$ cat src/rtl/wseq_pkg.sv
package wseq_pkg;

    typedef enum logic [1:0] {
        ST_IDLE = 2'd0,
        ST_HDR  = 2'd1,
        ST_DATA = 2'd2,
        ST_PROG = 2'd3
    } wseq_state_t;

endpackage

$ cat src/rtl/wseq_row_latch.sv
// Eight-slot row latch. Each slot holds a data byte, a valid flag and a
// flag telling whether the byte belongs to the row after the base row.
module wseq_row_latch #(
    parameter int DATA_W = 8,
    parameter int SLOT_W = 3
) (
    input  logic                                 clk,
    input  logic                                 rst_n,
    input  logic                                 clear,
    input  logic                                 load,
    input  logic [SLOT_W-1:0]                    idx,
    input  logic                                 hi_in,
    input  logic [DATA_W-1:0]                    din,
    output logic [(1<<SLOT_W)-1:0]               valid,
    output logic [(1<<SLOT_W)-1:0][DATA_W-1:0]   data,
    output logic [(1<<SLOT_W)-1:0]               hi,
    output logic                                 any_valid
);
    localparam int SLOTS = 1 << SLOT_W;

    always_ff @(posedge clk or negedge rst_n) begin
        if (!rst_n) begin
            valid <= '0;
            hi    <= '0;
            data  <= '0;
        end else if (clear) begin
            valid <= '0;
            hi    <= '0;
        end else if (load) begin
            for (int s = 0; s < SLOTS; s++) begin
                if (idx == SLOT_W'(s)) begin
                    valid[s] <= 1'b1;
                    hi[s]    <= hi_in;
                    data[s]  <= din;
                end
            end
        end
    end

    assign any_valid = |valid;

endmodule

$ cat src/rtl/wseq_prog_timer.sv
// Programming-cycle down counter: single or doubled length.
module wseq_prog_timer #(
    parameter int CYCLES = 40
) (
    input  logic clk,
    input  logic rst_n,
    input  logic start,
    input  logic dbl,
    output logic done
);
    localparam int CW = $clog2(2 * CYCLES + 1);

    logic [CW-1:0] cnt_q;

    always_ff @(posedge clk or negedge rst_n) begin
        if (!rst_n) begin
            cnt_q <= '0;
        end else if (start) begin
            cnt_q <= dbl ? CW'(2 * CYCLES) : CW'(CYCLES);
        end else if (cnt_q != '0) begin
            cnt_q <= cnt_q - 1'b1;
        end
    end

    assign done = (cnt_q == CW'(1));

endmodule

$ cat src/rtl/wseq_cell_array.sv
// Storage array with all-ones reset and a one-clock commit of a row latch.
module wseq_cell_array #(
    parameter int ADDR_W = 8,
    parameter int DATA_W = 8,
    parameter int SLOT_W = 3
) (
    input  logic                                 clk,
    input  logic                                 rst_n,
    input  logic                                 commit,
    input  logic [ADDR_W-SLOT_W-1:0]             base_row,
    input  logic [(1<<SLOT_W)-1:0]               slot_valid,
    input  logic [(1<<SLOT_W)-1:0][DATA_W-1:0]   slot_data,
    input  logic [(1<<SLOT_W)-1:0]               slot_hi,
    input  logic [ADDR_W-1:0]                    rd_addr,
    output logic [DATA_W-1:0]                    rd_data
);
    localparam int DEPTH = 1 << ADDR_W;
    localparam int SLOTS = 1 << SLOT_W;
    localparam int ROW_W = ADDR_W - SLOT_W;

    logic [DATA_W-1:0] mem [DEPTH];
    logic [ADDR_W-1:0] slot_addr [SLOTS];

    generate
        for (genvar s = 0; s < SLOTS; s++) begin : g_slot_addr
            assign slot_addr[s] = {base_row + ROW_W'(slot_hi[s]), SLOT_W'(s)};
        end
    endgenerate

    always_ff @(posedge clk or negedge rst_n) begin
        if (!rst_n) begin
            for (int a = 0; a < DEPTH; a++) begin
                mem[a] <= '1;
            end
        end else if (commit) begin
            for (int s = 0; s < SLOTS; s++) begin
                if (slot_valid[s]) begin
                    mem[slot_addr[s]] <= slot_data[s];
                end
            end
        end
    end

    assign rd_data = mem[rd_addr];

endmodule

$ cat src/rtl/eeprom_write_seq.sv
module eeprom_write_seq
    import wseq_pkg::*;
#(
    parameter int ADDR_W      = 8,
    parameter int DATA_W      = 8,
    parameter int SLOT_W      = 3,
    parameter int MULTI_MAX   = 4,
    parameter int PROG_CYCLES = 40,
    parameter bit MULTI_EN    = 1'b1
) (
    input  logic              clk,
    input  logic              rst_n,
    input  logic              bus_start,
    input  logic              wr_begin,
    input  logic              addr_valid,
    input  logic [ADDR_W-1:0] addr_byte,
    input  logic              data_valid,
    input  logic [DATA_W-1:0] data_byte,
    input  logic              bus_stop,
    input  logic              mode_multi,
    input  logic              wr_protect,
    input  logic [ADDR_W-1:0] rd_addr,
    output logic [DATA_W-1:0] rd_data,
    output logic              busy
);
    localparam int ROW_W = ADDR_W - SLOT_W;
    localparam int SLOTS = 1 << SLOT_W;
    localparam int CNT_W = $clog2(MULTI_MAX + 1);

    wseq_state_t state_q, state_nxt;

    // Prioritised bus events: STOP > START > write command > address > data
    logic ev_stop, ev_start, ev_begin, ev_addr, ev_data;
    assign ev_stop  = bus_stop;
    assign ev_start = bus_start & ~bus_stop;
    assign ev_begin = wr_begin & ~bus_start & ~bus_stop;
    assign ev_addr  = addr_valid & ~wr_begin & ~bus_start & ~bus_stop;
    assign ev_data  = data_valid & ~addr_valid & ~wr_begin & ~bus_start & ~bus_stop;

    // Mode variant chosen at build time
    logic mode_eff;
    generate
        if (MULTI_EN) begin : g_multi
            assign mode_eff = mode_multi;
        end else begin : g_page_only
            assign mode_eff = 1'b0;
        end
    endgenerate

    // Command context
    logic [ADDR_W-1:0] ptr_q;
    logic [ROW_W-1:0]  base_row_q;
    logic              multi_q;
    logic              wrapped_q;
    logic              span_q;
    logic [CNT_W-1:0]  taken_q;

    // Control strobes
    logic latch_clear, addr_load, data_take, tmr_start, commit;
    logic tmr_done;

    logic [SLOTS-1:0]             slot_valid;
    logic [SLOTS-1:0][DATA_W-1:0] slot_data;
    logic [SLOTS-1:0]             slot_hi;
    logic                         any_valid;

    // State register
    always_ff @(posedge clk or negedge rst_n) begin
        if (!rst_n) begin
            state_q <= ST_IDLE;
        end else begin
            state_q <= state_nxt;
        end
    end

    // Next-state logic
    always_comb begin
        state_nxt = state_q;
        unique case (state_q)
            ST_IDLE: begin
                if (ev_begin) state_nxt = ST_HDR;
            end
            ST_HDR: begin
                if (ev_stop || ev_start) state_nxt = ST_IDLE;
                else if (ev_begin)       state_nxt = ST_HDR;
                else if (ev_addr)        state_nxt = ST_DATA;
            end
            ST_DATA: begin
                if (ev_stop)       state_nxt = (any_valid && !wr_protect) ? ST_PROG : ST_IDLE;
                else if (ev_start) state_nxt = ST_IDLE;
                else if (ev_begin) state_nxt = ST_HDR;
            end
            ST_PROG: begin
                if (tmr_done) state_nxt = ST_IDLE;
            end
            default: state_nxt = ST_IDLE;
        endcase
    end

    // Output and strobe logic
    always_comb begin
        latch_clear = 1'b0;
        addr_load   = 1'b0;
        data_take   = 1'b0;
        tmr_start   = 1'b0;
        commit      = 1'b0;
        busy        = 1'b0;
        unique case (state_q)
            ST_IDLE: begin
                latch_clear = ev_begin;
            end
            ST_HDR: begin
                latch_clear = ev_begin;
                addr_load   = ev_addr;
            end
            ST_DATA: begin
                latch_clear = ev_begin;
                data_take   = ev_data && (!multi_q || taken_q < CNT_W'(MULTI_MAX));
                tmr_start   = ev_stop && any_valid && !wr_protect;
            end
            ST_PROG: begin
                busy   = 1'b1;
                commit = tmr_done;
            end
            default: ;
        endcase
    end

    // Address pointer and command context
    always_ff @(posedge clk or negedge rst_n) begin
        if (!rst_n) begin
            ptr_q      <= '0;
            base_row_q <= '0;
            multi_q    <= 1'b0;
            wrapped_q  <= 1'b0;
            span_q     <= 1'b0;
            taken_q    <= '0;
        end else if (addr_load) begin
            ptr_q      <= addr_byte;
            base_row_q <= addr_byte[ADDR_W-1:SLOT_W];
            multi_q    <= mode_eff;
            wrapped_q  <= 1'b0;
            span_q     <= 1'b0;
            taken_q    <= '0;
        end else if (data_take) begin
            if (multi_q) begin
                ptr_q   <= ptr_q + 1'b1;
                taken_q <= taken_q + 1'b1;
                if (&ptr_q[SLOT_W-1:0]) wrapped_q <= 1'b1;
            end else begin
                ptr_q[SLOT_W-1:0] <= ptr_q[SLOT_W-1:0] + 1'b1;
            end
            if (wrapped_q) span_q <= 1'b1;
        end
    end

    wseq_row_latch #(
        .DATA_W (DATA_W),
        .SLOT_W (SLOT_W)
    ) u_latch (
        .clk       (clk),
        .rst_n     (rst_n),
        .clear     (latch_clear),
        .load      (data_take),
        .idx       (ptr_q[SLOT_W-1:0]),
        .hi_in     (wrapped_q),
        .din       (data_byte),
        .valid     (slot_valid),
        .data      (slot_data),
        .hi        (slot_hi),
        .any_valid (any_valid)
    );

    wseq_prog_timer #(
        .CYCLES (PROG_CYCLES)
    ) u_timer (
        .clk   (clk),
        .rst_n (rst_n),
        .start (tmr_start),
        .dbl   (span_q),
        .done  (tmr_done)
    );

    wseq_cell_array #(
        .ADDR_W (ADDR_W),
        .DATA_W (DATA_W),
        .SLOT_W (SLOT_W)
    ) u_array (
        .clk        (clk),
        .rst_n      (rst_n),
        .commit     (commit),
        .base_row   (base_row_q),
        .slot_valid (slot_valid),
        .slot_data  (slot_data),
        .slot_hi    (slot_hi),
        .rd_addr    (rd_addr),
        .rd_data    (rd_data)
    );

endmodule

$ cat config.mk
export PLATFORM = sky130hd
export DESIGN_NAME = eeprom_write_seq
export DESIGN_NICKNAME = d
export VERILOG_FILES = /design/src/rtl/wseq_pkg.sv /design/src/rtl/wseq_row_latch.sv /design/src/rtl/wseq_prog_timer.sv /design/src/rtl/wseq_cell_array.sv /design/src/rtl/eeprom_write_seq.sv
export SDC_FILE = /design/constraint.sdc
export NUM_CORES = 2
export LEC_CHECK = 0
export BUFFER_PORTS_ARGS = -buffer_cell sky130_fd_sc_hd__buf_2
export CAP_MARGIN = 5
export CORE_UTILIZATION = 45
export DETAILED_ROUTE_END_ITERATION = 8
export PLACE_DENSITY_LB_ADDON = 0.05
export SLEW_MARGIN = 20
export SYNTH_ARGS = -nofsm -noshare
export SYNTH_HDL_FRONTEND = slang
export SYNTH_SLANG_ARGS = --single-unit
$ cat constraint.sdc
create_clock -name clk -period 3.6 [get_ports clk]
set_clock_uncertainty 0.15 [all_clocks]
set_input_delay 0.72 -clock clk [delete_from_list [all_inputs] [get_ports clk]]
set_output_delay 0.72 -clock clk [all_outputs]
set_load 0.1 [all_outputs]
==> impl_metrics.tcl <==
set metrics [dict create \
    status "finished with violations" \
    violations "negative setup slack" \
    final-setup-viol-count 8 \
    fin_crit_ps 4650 \
    overflow 0 \
    netlist_instances 6547 \
    drtIter0Drc 5516 \
    internal_power_mw 40.2 \
    drtAntennaViolNets 0 \
    critical_path.startpoint "rd_addr[0]" \
    max-clock-path-buffers 3 \
    port_buffers 41 \
    routed_wl_um 386000 \
    syn-cell-area_mm2 0.101 \
    dieWidth_um 477 \
    ys_async_sr_fraction_pct 100 \
    final_core_util_pct 55.8 \
    dpl_worst_slack_ps -1850 \
    seq_area_frac_synth_pct 55.6 \
    route.vias.total 65186 \
    yosys_warnings 0 \
    path_max_fanout 6 \
    peakVddDrop_mv 0.427 \
    start_util_pct 45.5 \
    fillCellCount 17899 \
    worstSetupStartpointType "input pin" \
    p_leak_nw 50.3 \
    ys_types 70 \
    die_h_um 477 \
    pin_count 42 \
    drt_first_pass_iters 5 \
    grt_pass1_wl_um 541000 \
    synth_ff_type "dfstp_2" \
    drcViolationCount 0 \
    via_per_inst 6.15 \
    critPathCaptureType "primary output" \
    rrSetupSlack_ps 20 \
    hold_violations 0 \
    dr.max_layer_used "met5" \
    synth_nets 6605 \
    drt-wirelength-per-cell_um 36.5 \
    drive_gt1_share_pct 85.0 \
    clock-sinks 2151 \
    r2r-end "u_array.mem[94]" \
    r2r_start "u_timer.cnt_q[3]" \
    seq_power_share_pct 46.4 \
    worstSetupPathType "input pin to primary output" \
    wl_met1_um 166000 \
    track_usage_pct 33.9 \
    reg2reg_depth 8 \
    core_mm2 0.223 \
    hold_path_class "input pin to asynchronous set/reset pin" \
    synth_edf_count 0 \
    finalCritPeriodShare_pct 129 \
    finalMaxSlewViolations 0 \
    worstMarginPinSlew_ps 1230 \
    area_growth_pct 22.8 \
    hpwlAfterDp_um 261000 \
    slowest_stage "nor4_4" \
    clockRootBuffer "clkbuf_16" \
    max_freq_ghz 0.215 \
    rsz0062_at_grt "true" \
    grt_max_degree 123 \
    ys_ff_latch 2151 \
    critPathArrivalTime_ps 3780 \
    power.total_mw 52.8 \
    crit_top_cell "buf_16" \
    maxCapViolations 0 \
    wl_met2_um 179000 \
    tns_ps -6340 \
    p_clk_share_pct 46.9 \
    avgSynthCellArea_um2 15.5 \
    path_clk_slew_ps 60 \
    critical_path.cell_chain "buf_16, buf_16, buf_16, buf_12, mux4_2, a22oi_2, buf_6, a21oi_4, nor4_4, buf_4, nor4_4, buf_12" \
    routed-wl-met3_um 25600 \
    required_ps 2730 \
    power.switching_mw 12.6 \
    nNetsFinal 7467 \
    antenna_found_initial 36 \
    combPwrFrac_pct 6.8 \
    maxSlewHeadroom_pct 18.1 \
    insertion_delay_ps 880 \
    cts_tree "done" \
    dieArea_mm2 0.227 \
    numCtsBuffers 234 \
    cellPowerDensity_mw_per_mm2 424 \
    cts.htree.levels 4 \
    swShare_pct 23.9 \
    critical-path-max-stage-delay_ps 810 \
    worst_slack_ps -1050 \
    place.gp.congestion 0.961 \
    grt_pass1_vias 67126 \
    rows 173 \
]
Yosys cell counts, drive strengths merged, types with 19 or more instances:
cell type,instances,share of area (%)
dfrtp,103,2.5
mux2,2135,24
nand3,29,0.14
mux4,447,9.9
nand2b,37,0.23
o21ai,35,0.17
nor3b,19,0.17
nor2b,21,0.13
and2,25,0.15
mux2i,115,1.1
nor3,33,0.21
dfstp,2048,53
o22ai,48,0.30
a21oi,166,0.82
buf,127,0.59
a22oi,192,1.4
o221ai,33,0.29
nor4,46,0.36
nand2,168,0.68
clkbuf,375,1.4
nor2,152,0.83
ha,25,0.31
per-stage QoR:
step / hold WS (ps) / instances / area [um2]
after floorplan: 274 / 6547 / 102000
after detailed placement: 352 / 10095 / 115000
after global routing: 40.5 / 10586 / 124000
final: 63.3 / 10595 / 124000
after global placement: 346 / 10094 / 115000
after CTS: 14.6 / 10573 / 124000
worst max-delay path, delay by kind of cell:
family / cells / cell delay (ps)
AOI/OAI and AO/OA: 2 / 380
muxes: 1 / 520
buffers and inverters: 7 / 1220
and+or+nand+nor: 2 / 870
registers in the layout, summed over array words and instances, names as in the netlist:
signal,cells
u_timer.cnt_q,7
multi_q,1
u_array.mem,2048
span_q,1
base_row_q,5
taken_q,3
wrapped_q,1
u_latch.valid,8
u_latch.data,64
state_q,2
ptr_q,3
u_latch.hi,8
area by class of cell:
| class | count | area, um2 | share of cell area (%) |
|---|---|---|---|
| well taps | 2975 | 3720 | 2.99 |
| clock buffers | 371 | 7130 | 5.73 |
| inverters | 15 | 56.3 | 0.0452 |
| multi-input cells | 3879 | 43900 | 35.3 |
| clock inverters | 62 | 761 | 0.611 |
| diodes | 14 | 35.0 | 0.0281 |
| flip-flops and latches | 2151 | 56500 | 45.4 |
| repair buffers | 1128 | 12300 | 9.89 |
metal layers:
layer	global-route usage [%]	vias to the layer above
met1	47.2	35962
met3	6.22	577
met2	52.6	2258
li1	-	26387
met4	13.3	2
met5	0	-
worst max path at each step:
| stage | to | slack (ps) | cells past startpoint |
|---|---|---|---|
| 6_report | rd_data[6] | -1050 | 12 |
| 5_1_grt | rd_data[5] | -910 | 11 |
| 4_1_cts | rd_data[6] | -920 | 12 |
| 3_5_place_dp | rd_data[0] | -1850 | 11 |
| 3_3_place_gp | rd_data[5] | -2710 | 10 |
| 2_1_floorplan | rd_data[7] | -320 | 9 |
timing repair:
item                                   4_1_cts  5_1_grt
resized for setup                          159       56
endpoints found under the hold margin        6        0
pin swaps                                   33       22
hold buffers                                 6        0
buffers inserted                            37        8
setup endpoints to repair                    8        8
cloned                                       6        0
placed cells by master, fill, tap and decap left out, types with 15 or more instances in the layout:
cell type     n
dfrtp_2      55
buf_4       771
inv_1        15
or2_2        16
buf_6        24
nand2_1     144
bufinv_16    15
a21oi_2      15
nor4_4       22
nand2b_1     37
o22ai_1      44
clkbuf_8     61
a21oi_1     147
a22oi_1     145
nor2_1       39
nand3_1      28
dfrtp_1      38
clkbuf_16   241
nand2_2      24
nor3_1       15
buf_2        29
buf_12      273
and2_1       18
a22oi_2      47
o221ai_1     32
clkbuf_1     69
nor4_2       15
nor2b_1      17
mux2_1       38
dfstp_2    2048
clkinv_2     30
o21ai_0      29
mux2i_1     114
mux4_2      447
ha_1         25
mux2_2     2097
nor2_2      111
cells by family after synthesis:
family | synth area share [%]
mux | 34.8
flops | 55.6
simple gates | 3.52
compound gates | 3.67
buf+inv | 2.04
fa+ha+maj | 0.318
xor+xnor | 0.0432
power groups by stage:
stage	clock, mW	combinational [mW]	sequential (mW)
floorplan	0	1.49	24.8
global placement	0	3.34	24.8
detailed placement	0	3.36	24.8
CTS	25.1	3.54	24.5
global route	26.1	3.74	24.5
finish	24.8	3.58	24.5
(Power assumes the default switching activity.)
